$ cat src/rtl/ist_pkg.sv
package ist_pkg;
   localparam int NFLAG = 9;
   localparam int NSRC  = NFLAG + 1;

   localparam int SRC_START1  = 0;
   localparam int SRC_START2  = 1;
   localparam int SRC_START   = 2;
   localparam int SRC_STOP    = 3;
   localparam int SRC_TC      = 4;
   localparam int SRC_PREWAIT = 5;
   localparam int SRC_OVFL    = 6;
   localparam int SRC_OVRUN   = 7;
   localparam int SRC_SCANOVR = 8;
   localparam int SRC_FIFO    = 9;

   typedef enum logic [1:0] {
      FQ_NOT_EMPTY     = 2'd0,
      FQ_HALF          = 2'd1,
      FQ_FULL          = 2'd2,
      FQ_HALF_TO_EMPTY = 2'd3
   } fifo_cond_e;
endpackage

$ cat src/rtl/ist_flag_bank.sv
module ist_flag_bank #(
   parameter int W = 9
) (
   input  logic         clk,
   input  logic         rst_n,
   input  logic         clr_i,
   input  logic [W-1:0] set_i,
   input  logic [W-1:0] ack_i,
   output logic [W-1:0] flag_o
);
   if (W < 1) begin : g_bad_w
      $error("ist_flag_bank: W must be at least 1");
   end

   for (genvar k = 0; k < W; k++) begin : g_bit
      logic q;
      always_ff @(posedge clk or negedge rst_n) begin
         if (!rst_n)          q <= 1'b0;
         else if (clr_i)      q <= 1'b0;
         else if (set_i[k])   q <= 1'b1;
         else if (ack_i[k])   q <= 1'b0;
      end
      assign flag_o[k] = q;

      AST_FLAG_HOLDS: assert property (@(posedge clk) disable iff (!rst_n)
         (flag_o[k] && !ack_i[k] && !clr_i) |=> flag_o[k]);
      AST_EVENT_WINS: assert property (@(posedge clk) disable iff (!rst_n)
         (set_i[k] && !clr_i) |=> flag_o[k]);
   end
endmodule

$ cat src/rtl/ist_tc_track.sv
module ist_tc_track #(
   parameter int SKIP_TCS = 1
) (
   input  logic clk,
   input  logic rst_n,
   input  logic clr_i,
   input  logic pretrig_i,
   input  logic rearm_i,
   input  logic ev_tc_i,
   input  logic ack_i,
   input  logic confirm_i,
   output logic tc_set_o,
   output logic tc_err_o
);
   localparam int CW = (SKIP_TCS < 1) ? 1 : $clog2(SKIP_TCS + 1);

   if (SKIP_TCS < 0 || SKIP_TCS > 255) begin : g_bad_skip
      $error("ist_tc_track: SKIP_TCS out of range");
   end

   logic suppress;

   if (SKIP_TCS == 0) begin : g_noskip
      assign suppress = 1'b0;
   end else begin : g_skip
      logic [CW-1:0] cnt_q;
      always_ff @(posedge clk or negedge rst_n) begin
         if (!rst_n)                           cnt_q <= '0;
         else if (clr_i || rearm_i)            cnt_q <= '0;
         else if (ev_tc_i && suppress)         cnt_q <= cnt_q + 1'b1;
      end
      assign suppress = pretrig_i && (cnt_q < CW'(SKIP_TCS));
   end

   logic pend_q, err_q;
   assign tc_set_o = ev_tc_i && !suppress;

   always_ff @(posedge clk or negedge rst_n) begin
      if (!rst_n) begin
         pend_q <= 1'b0;
         err_q  <= 1'b0;
      end else if (clr_i) begin
         pend_q <= 1'b0;
         err_q  <= 1'b0;
      end else begin
         if (tc_set_o)      pend_q <= 1'b1;
         else if (ack_i)    pend_q <= 1'b0;
         if (tc_set_o && pend_q && !ack_i) err_q <= 1'b1;
         else if (confirm_i)               err_q <= 1'b0;
      end
   end
   assign tc_err_o = err_q;

   AST_TC_ERR_STICKY: assert property (@(posedge clk) disable iff (!rst_n)
      (tc_err_o && !confirm_i && !clr_i) |=> tc_err_o);
   AST_TC_ERR_CAUSE: assert property (@(posedge clk) disable iff (!rst_n)
      $rose(tc_err_o) |-> $past(ev_tc_i));
   AST_NOPRE_COUNTS: assert property (@(posedge clk) disable iff (!rst_n)
      (ev_tc_i && !pretrig_i) |-> tc_set_o);
endmodule

$ cat src/rtl/ist_fifo_req.sv
module ist_fifo_req
   import ist_pkg::*;
(
   input  logic       clk,
   input  logic       rst_n,
   input  logic       clr_i,
   input  logic [1:0] mode_i,
   input  logic       empty_i,
   input  logic       half_i,
   input  logic       full_i,
   output logic       req_o
);
   fifo_cond_e mode;
   logic       req_q, req_d;

   assign mode = fifo_cond_e'(mode_i);

   always_comb begin
      unique case (mode)
         FQ_NOT_EMPTY:     req_d = !empty_i;
         FQ_HALF:          req_d = half_i;
         FQ_FULL:          req_d = full_i;
         FQ_HALF_TO_EMPTY: req_d = req_q ? !empty_i : half_i;
         default:          req_d = 1'b0;
      endcase
   end

   always_ff @(posedge clk or negedge rst_n) begin
      if (!rst_n)      req_q <= 1'b0;
      else if (clr_i)  req_q <= 1'b0;
      else             req_q <= req_d;
   end
   assign req_o = req_q;

   AST_MODE3_HOLD: assert property (@(posedge clk) disable iff (!rst_n)
      (mode_i == 2'd3 && req_o && !empty_i && !clr_i) |=> req_o);
   AST_EMPTY_DROPS: assert property (@(posedge clk) disable iff (!rst_n)
      (mode_i == 2'd0 && empty_i) |=> !req_o);
endmodule

$ cat src/rtl/ist_status_ctrl.sv
module ist_status_ctrl
   import ist_pkg::*;
#(
   parameter int SKIP_TCS = 1
) (
   input  logic             clk,
   input  logic             rst_n,
   input  logic             clr_all_i,
   input  logic             seq_counting_i,
   input  logic             pretrig_i,
   input  logic             ev_start1_i,
   input  logic             ev_start2_i,
   input  logic             ev_start_i,
   input  logic             ev_stop_i,
   input  logic             ev_tc_i,
   input  logic             ev_prewait_i,
   input  logic             ev_overrun_i,
   input  logic             sample_i,
   input  logic             last_cvt_i,
   input  logic             last_data_i,
   input  logic             fifo_empty_i,
   input  logic             fifo_half_i,
   input  logic             fifo_full_i,
   input  logic [1:0]       fifo_mode_i,
   input  logic             fifo_wr_i,
   input  logic             convert_i,
   input  logic             halt_on_err_i,
   input  logic [NSRC-1:0]  en_set_i,
   input  logic [NSRC-1:0]  en_clr_i,
   input  logic [NFLAG-1:0] ack_i,
   input  logic             tc_err_confirm_i,
   output logic [NSRC-1:0]  stat_o,
   output logic [NSRC-1:0]  en_o,
   output logic             tc_err_o,
   output logic             last_data_o,
   output logic             scan_prog_o,
   output logic             irq_o,
   output logic             convert_o,
   output logic             fifo_wr_o
);
   logic             valid_start, valid_stop, tc_set, scan_ovr, overflow;
   logic             scan_q, busy_q, last_q, fifo_req, block;
   logic [NFLAG-1:0] set_vec, flags;
   logic [NSRC-1:0]  en_q;

   assign valid_start = ev_start_i && seq_counting_i;
   assign valid_stop  = ev_stop_i && seq_counting_i && scan_q;
   assign scan_ovr    = sample_i && busy_q && !last_cvt_i;
   assign overflow    = fifo_wr_i && fifo_full_i;

   always_comb begin
      set_vec              = '0;
      set_vec[SRC_START1]  = ev_start1_i;
      set_vec[SRC_START2]  = ev_start2_i;
      set_vec[SRC_START]   = valid_start;
      set_vec[SRC_STOP]    = valid_stop;
      set_vec[SRC_TC]      = tc_set;
      set_vec[SRC_PREWAIT] = ev_prewait_i;
      set_vec[SRC_OVFL]    = overflow;
      set_vec[SRC_OVRUN]   = ev_overrun_i;
      set_vec[SRC_SCANOVR] = scan_ovr;
   end

   ist_flag_bank #(.W(NFLAG)) u_flags (
      .clk    (clk),
      .rst_n  (rst_n),
      .clr_i  (clr_all_i),
      .set_i  (set_vec),
      .ack_i  (ack_i),
      .flag_o (flags)
   );

   ist_tc_track #(.SKIP_TCS(SKIP_TCS)) u_tc (
      .clk       (clk),
      .rst_n     (rst_n),
      .clr_i     (clr_all_i),
      .pretrig_i (pretrig_i),
      .rearm_i   (ev_start1_i),
      .ev_tc_i   (ev_tc_i),
      .ack_i     (ack_i[SRC_TC]),
      .confirm_i (tc_err_confirm_i),
      .tc_set_o  (tc_set),
      .tc_err_o  (tc_err_o)
   );

   ist_fifo_req u_fifo (
      .clk     (clk),
      .rst_n   (rst_n),
      .clr_i   (clr_all_i),
      .mode_i  (fifo_mode_i),
      .empty_i (fifo_empty_i),
      .half_i  (fifo_half_i),
      .full_i  (fifo_full_i),
      .req_o   (fifo_req)
   );

   always_ff @(posedge clk or negedge rst_n) begin
      if (!rst_n) begin
         scan_q <= 1'b0;
         busy_q <= 1'b0;
         last_q <= 1'b0;
         en_q   <= '0;
      end else if (clr_all_i) begin
         scan_q <= 1'b0;
         busy_q <= 1'b0;
         last_q <= 1'b0;
         en_q   <= '0;
      end else begin
         if (valid_start)     scan_q <= 1'b1;
         else if (valid_stop) scan_q <= 1'b0;
         if (sample_i)        busy_q <= 1'b1;
         else if (last_cvt_i) busy_q <= 1'b0;
         if (last_data_i)         last_q <= 1'b1;
         else if (ack_i[SRC_TC])  last_q <= 1'b0;
         en_q <= (en_q | en_set_i) & ~en_clr_i;
      end
   end

   assign stat_o      = {fifo_req, flags};
   assign en_o        = en_q;
   assign scan_prog_o = scan_q;
   assign last_data_o = last_q;
   assign irq_o       = |(stat_o & en_q);

   assign block     = halt_on_err_i &&
                      (tc_err_o || flags[SRC_OVFL] || flags[SRC_OVRUN] || flags[SRC_SCANOVR]);
   assign convert_o = convert_i && !block;
   assign fifo_wr_o = fifo_wr_i && !block;

   AST_EN_SET: assert property (@(posedge clk) disable iff (!rst_n)
      (!clr_all_i) |=> ((en_o & ($past(en_set_i) & ~$past(en_clr_i)))
                        == ($past(en_set_i) & ~$past(en_clr_i))));
   AST_EN_CLR: assert property (@(posedge clk) disable iff (!rst_n)
      1'b1 |=> ((en_o & $past(en_clr_i)) == '0));
   AST_SCAN_FALL: assert property (@(posedge clk) disable iff (!rst_n)
      $fell(scan_prog_o) |-> ($past(clr_all_i) || $past(ev_stop_i && seq_counting_i)));
   AST_IRQ_NEEDS_EN: assert property (@(posedge clk) disable iff (!rst_n)
      irq_o |-> (en_o != '0));
   AST_HALT_BLOCKS: assert property (@(posedge clk) disable iff (!rst_n)
      (halt_on_err_i && (tc_err_o || stat_o[8:6] != '0)) |-> (!convert_o && !fifo_wr_o));
   AST_CLR_ALL: assert property (@(posedge clk) disable iff (!rst_n)
      clr_all_i |=> (stat_o == '0 && en_o == '0 && !tc_err_o && !scan_prog_o && !last_data_o));
endmodule

$ cat config.mk
export PLATFORM = sky130hd
export DESIGN_NAME = ist_status_ctrl
export DESIGN_NICKNAME = d
export VERILOG_FILES = /design/src/rtl/ist_pkg.sv /design/src/rtl/ist_flag_bank.sv /design/src/rtl/ist_tc_track.sv /design/src/rtl/ist_fifo_req.sv /design/src/rtl/ist_status_ctrl.sv
export SDC_FILE = /design/constraint.sdc
export NUM_CORES = 1
export LEC_CHECK = 0
export BUFFER_PORTS_ARGS = -buffer_cell sky130_fd_sc_hd__buf_2
export CORE_ASPECT_RATIO = 0.8
export CORE_MARGIN = 5
export CORE_UTILIZATION = 40
export DETAILED_ROUTE_END_ITERATION = 10
export PLACE_DENSITY = 0.78
export REMOVE_ABC_BUFFERS = 1
export SLEW_MARGIN = 30
export SYNTH_ARGS = -nofsm -noshare
export SYNTH_HDL_FRONTEND = slang
export SYNTH_SLANG_ARGS = --single-unit
$ cat constraint.sdc
create_clock -name clk -period 1.4 [get_ports clk]
set_input_delay 0.28 -clock clk [delete_from_list [all_inputs] [get_ports clk]]
set_output_delay 0.28 -clock clk [all_outputs]
set_load 0.02 [all_outputs]
==> flow_metrics.env <==
export IMPL_rsz0062_at_grt="true"
export IMPL_combPwrFrac_pct=21.6
export IMPL_antennaDiodeCount=0
export IMPL_clockPowerShare_pct=21.9
export IMPL_wl_met1_mm=1.18
export IMPL_core_area_um2=2740
export IMPL_clock_latency_ns=0.30
export IMPL_clkSinkCount=25
export IMPL_via_per_inst=4.86
export IMPL_die_area_um2=4010
export IMPL_setup_slack_ns=-0.312
export IMPL_clockRootBuffer="clkbuf_4"
export IMPL_worstMarginPinSlew_ns=0.530
export IMPL_period_minus_slack_ns=1.71
export IMPL_postSynth_asyncResetShare_pct=100
export IMPL_slew_headroom_pct=64.7
export IMPL_start_util_pct=41.4
export IMPL_cts_tree="done"
export IMPL_skew_ns=0.000194
export IMPL_cts_buffers=3
export IMPL_synth_seq_area_share_pct=55.1
export IMPL_avgRoutedWirePerCell_um=13.3
export IMPL_syn2layout_area_growth_pct=39.5
export IMPL_place_area_um2=1510
export IMPL_nFillCells=234
export IMPL_yosys_most_used_dff="dfrtp_1"
export IMPL_drive_gt1_share_pct=48.4
export IMPL_critPathTopFamily="flip-flops"
export IMPL_grt_pass1_vias=1144
export IMPL_drt_iter0_markers=9
export IMPL_antenna_found_initial=0
export IMPL_pwr_share_seq_pct=56.5
export IMPL_cp_arrival_ns=1.43
export IMPL_place_gp_congestion=0.837
export IMPL_end_kind="primary output"
export IMPL_top_layer_used="met4"
export IMPL_switching_share_pct=27.5
export IMPL_grt_max_degree=26
export IMPL_slew_violations=0
export IMPL_syn_area_per_cell_um2=9.88
export IMPL_stdcell_count=228
export IMPL_start_kind="register"
export IMPL_peakVddDrop_mv=0.359
export IMPL_ant_nets=0
export IMPL_drcViolationCount=0
export IMPL_htreeDepth=1
export IMPL_nets=244
export IMPL_met3_length_um=285
export IMPL_drt_total_wl_mm=3.04
export IMPL_port_buffers=78
export IMPL_die_w_um=69.6
export IMPL_yosysWarnings=0
export IMPL_p_leak_nw=0.874
export IMPL_die_h_um=57.7
export IMPL_dr_total_vias=1109
export IMPL_crit_path_cell_trace="a22o_1, a221oi_2, nand4_1, buf_6"
export IMPL_ys_types=24
export IMPL_power_internal_mw=1.01
export IMPL_grt_ovfl_total=0
export IMPL_synth_seq_cells=25
export IMPL_timing_fmax_mhz=584
export IMPL_critPathMaxFanout=3
export IMPL_syn_instance_count=115
export IMPL_path_clk_slew_ns=0.12
export IMPL_hpwlAfterDp_mm=2.50
export IMPL_grt_total_usage_pct=15.5
export IMPL_crit_buf_inv=1
export IMPL_critical_path_max_stage_delay_ns=0.46
export IMPL_synth_edff_count=0
export IMPL_num_io_pins=79
export IMPL_dr_wl_met2_mm=1.55
export IMPL_violations="negative setup slack"
export IMPL_worstHoldPathType="in2reg"
export IMPL_final_cell_area_um2=1590
export IMPL_p_per_area_nw_per_um2=878
export IMPL_fin_crit_sh_pct=122
export IMPL_grt_pass1_wl_mm=5.03
export IMPL_crit_type="reg2out"
export IMPL_hold_viol=0
export IMPL_dp_cells=222
export IMPL_crit_slowest_cell="dfrtp_2"
export IMPL_first_pass_iters=4
export IMPL_p_switching_mw=0.383
export IMPL_cts_buffer_depth=2
export IMPL_setup_viol=3
export IMPL_status="finished, violations left"
export IMPL_crit_required_ns=1.12
export IMPL_rows=17
export IMPL_maxCapViolations=0
export IMPL_synth_area_um2=1140
-- power groups by stage --
stage / clock network [mW] / logic (mW) / registers [mW]
floorplan: 0 / 0.0772 / 0.839
global placement: 0 / 0.278 / 0.797
detailed placement: 0 / 0.285 / 0.800
CTS: 0.318 / 0.297 / 0.786
global route: 0.351 / 0.329 / 0.794
finish: 0.305 / 0.301 / 0.787
-- cell type report --
class | instances | area [um^2] | share of cell area [%]
Sequential cell | 25 | 627 | 39.5
Timing Repair Buffer | 84 | 457 | 28.8
Multi-Input combinational cell | 71 | 405 | 25.6
Tap cell | 38 | 47.5 | 3.00
Clock buffer | 4 | 26.3 | 1.66
Inverter | 6 | 22.5 | 1.42
-- registers in the layout, summed over array words and instances, names as in the netlist --
register           flops
last_data_o            1
busy_q                 1
u_fifo.req_o           1
u_tc.tc_err_o          1
u_flags.g_bit.q        9
scan_prog_o            1
en_o                  10
u_tc.g_skip.cnt_q      1
-- cells in the final DEF (no fill, tap or decap), types with 2 or more instances in the layout --
cell type  instances
buf_4              5
nand2b_1           4
nand2_1            5
inv_1              6
a21oi_1           15
nor3_1            11
a22oi_1            3
buf_2             75
nor2_1            18
buf_6              3
clkbuf_4           3
dfrtp_1           24
nor2b_1            2
-- layer usage --
metal / vias to the layer above / track usage [%]
li1: 534 / -
met1: 526 / 17.4
met2: 47 / 28.1
met3: 2 / 4.51
met4: 0 / 5.85
met5: - / 0
-- logic make-up after synthesis --
family	share of synthesized area, %
flip-flops	55.1
buffers and inverters	10.5
AO/OA/AOI/OAI	15.2
AND/OR/NAND/NOR	19.3
-- stage by stage --
stage	util (%)	total power [mW]	hold WS, ns	TNS [ns]	worst slack (ns)
2_1_floorplan	-	0.916	-0.0156	0	0.00300
3_3_place_gp	54.9	1.07	0.290	0	0.0473
3_5_place_dp	54.9	1.08	0.291	0	0.0255
5_1_grt	57.8	1.47	0.0902	-1.09	-0.382
6_report	57.8	1.39	0.110	-0.909	-0.312
4_1_cts	56.8	1.40	0.0998	-0.934	-0.317
-- timing repair --
action	4_1_cts	5_1_grt
pin swaps	4	1
hold buffers	1	0
endpoints found under the hold margin	25	0
setup endpoints to repair	3	3
gates resized for setup	5	4
buffers inserted	0	1
-- path summary, 6_finish.rpt --
check                                        start                 end  slack (ns)  depth (start not counted)
worst max-delay path            u_flags.g_bit[8].q               irq_o       -0.31                          4
worst min-delay path                   en_clr_i[7]             en_o[7]        0.11                          2
worst max register to register  u_flags.g_bit[8].q  u_flags.g_bit[8].q        0.40                          4
worst min register to register         last_data_o         last_data_o        0.53                          2
max in group asynchronous                    rst_n  u_flags.g_bit[8].q        0.53                          2
min in group asynchronous                    rst_n  u_flags.g_bit[0].q        0.48                          2
-- synthesized netlist by cell type, types with 2 or more instances --
| master | count | area [um^2] |
|---|---|---|
| dfrtp_1 | 25 | 626 |
| nor2_1 | 18 | 67.6 |
| a21oi_1 | 15 | 75.1 |
| nor3_1 | 11 | 55.1 |
| buf_4 | 10 | 75.1 |
| inv_1 | 6 | 22.5 |
| nand2_1 | 5 | 18.8 |
| nand2b_1 | 4 | 25.0 |
| a22oi_1 | 3 | 22.5 |
| and2_1 | 2 | 12.5 |
| buf_2 | 2 | 10.0 |
| nor2b_1 | 2 | 12.5 |
No activity file was read; power rests on OpenSTA's default activity.
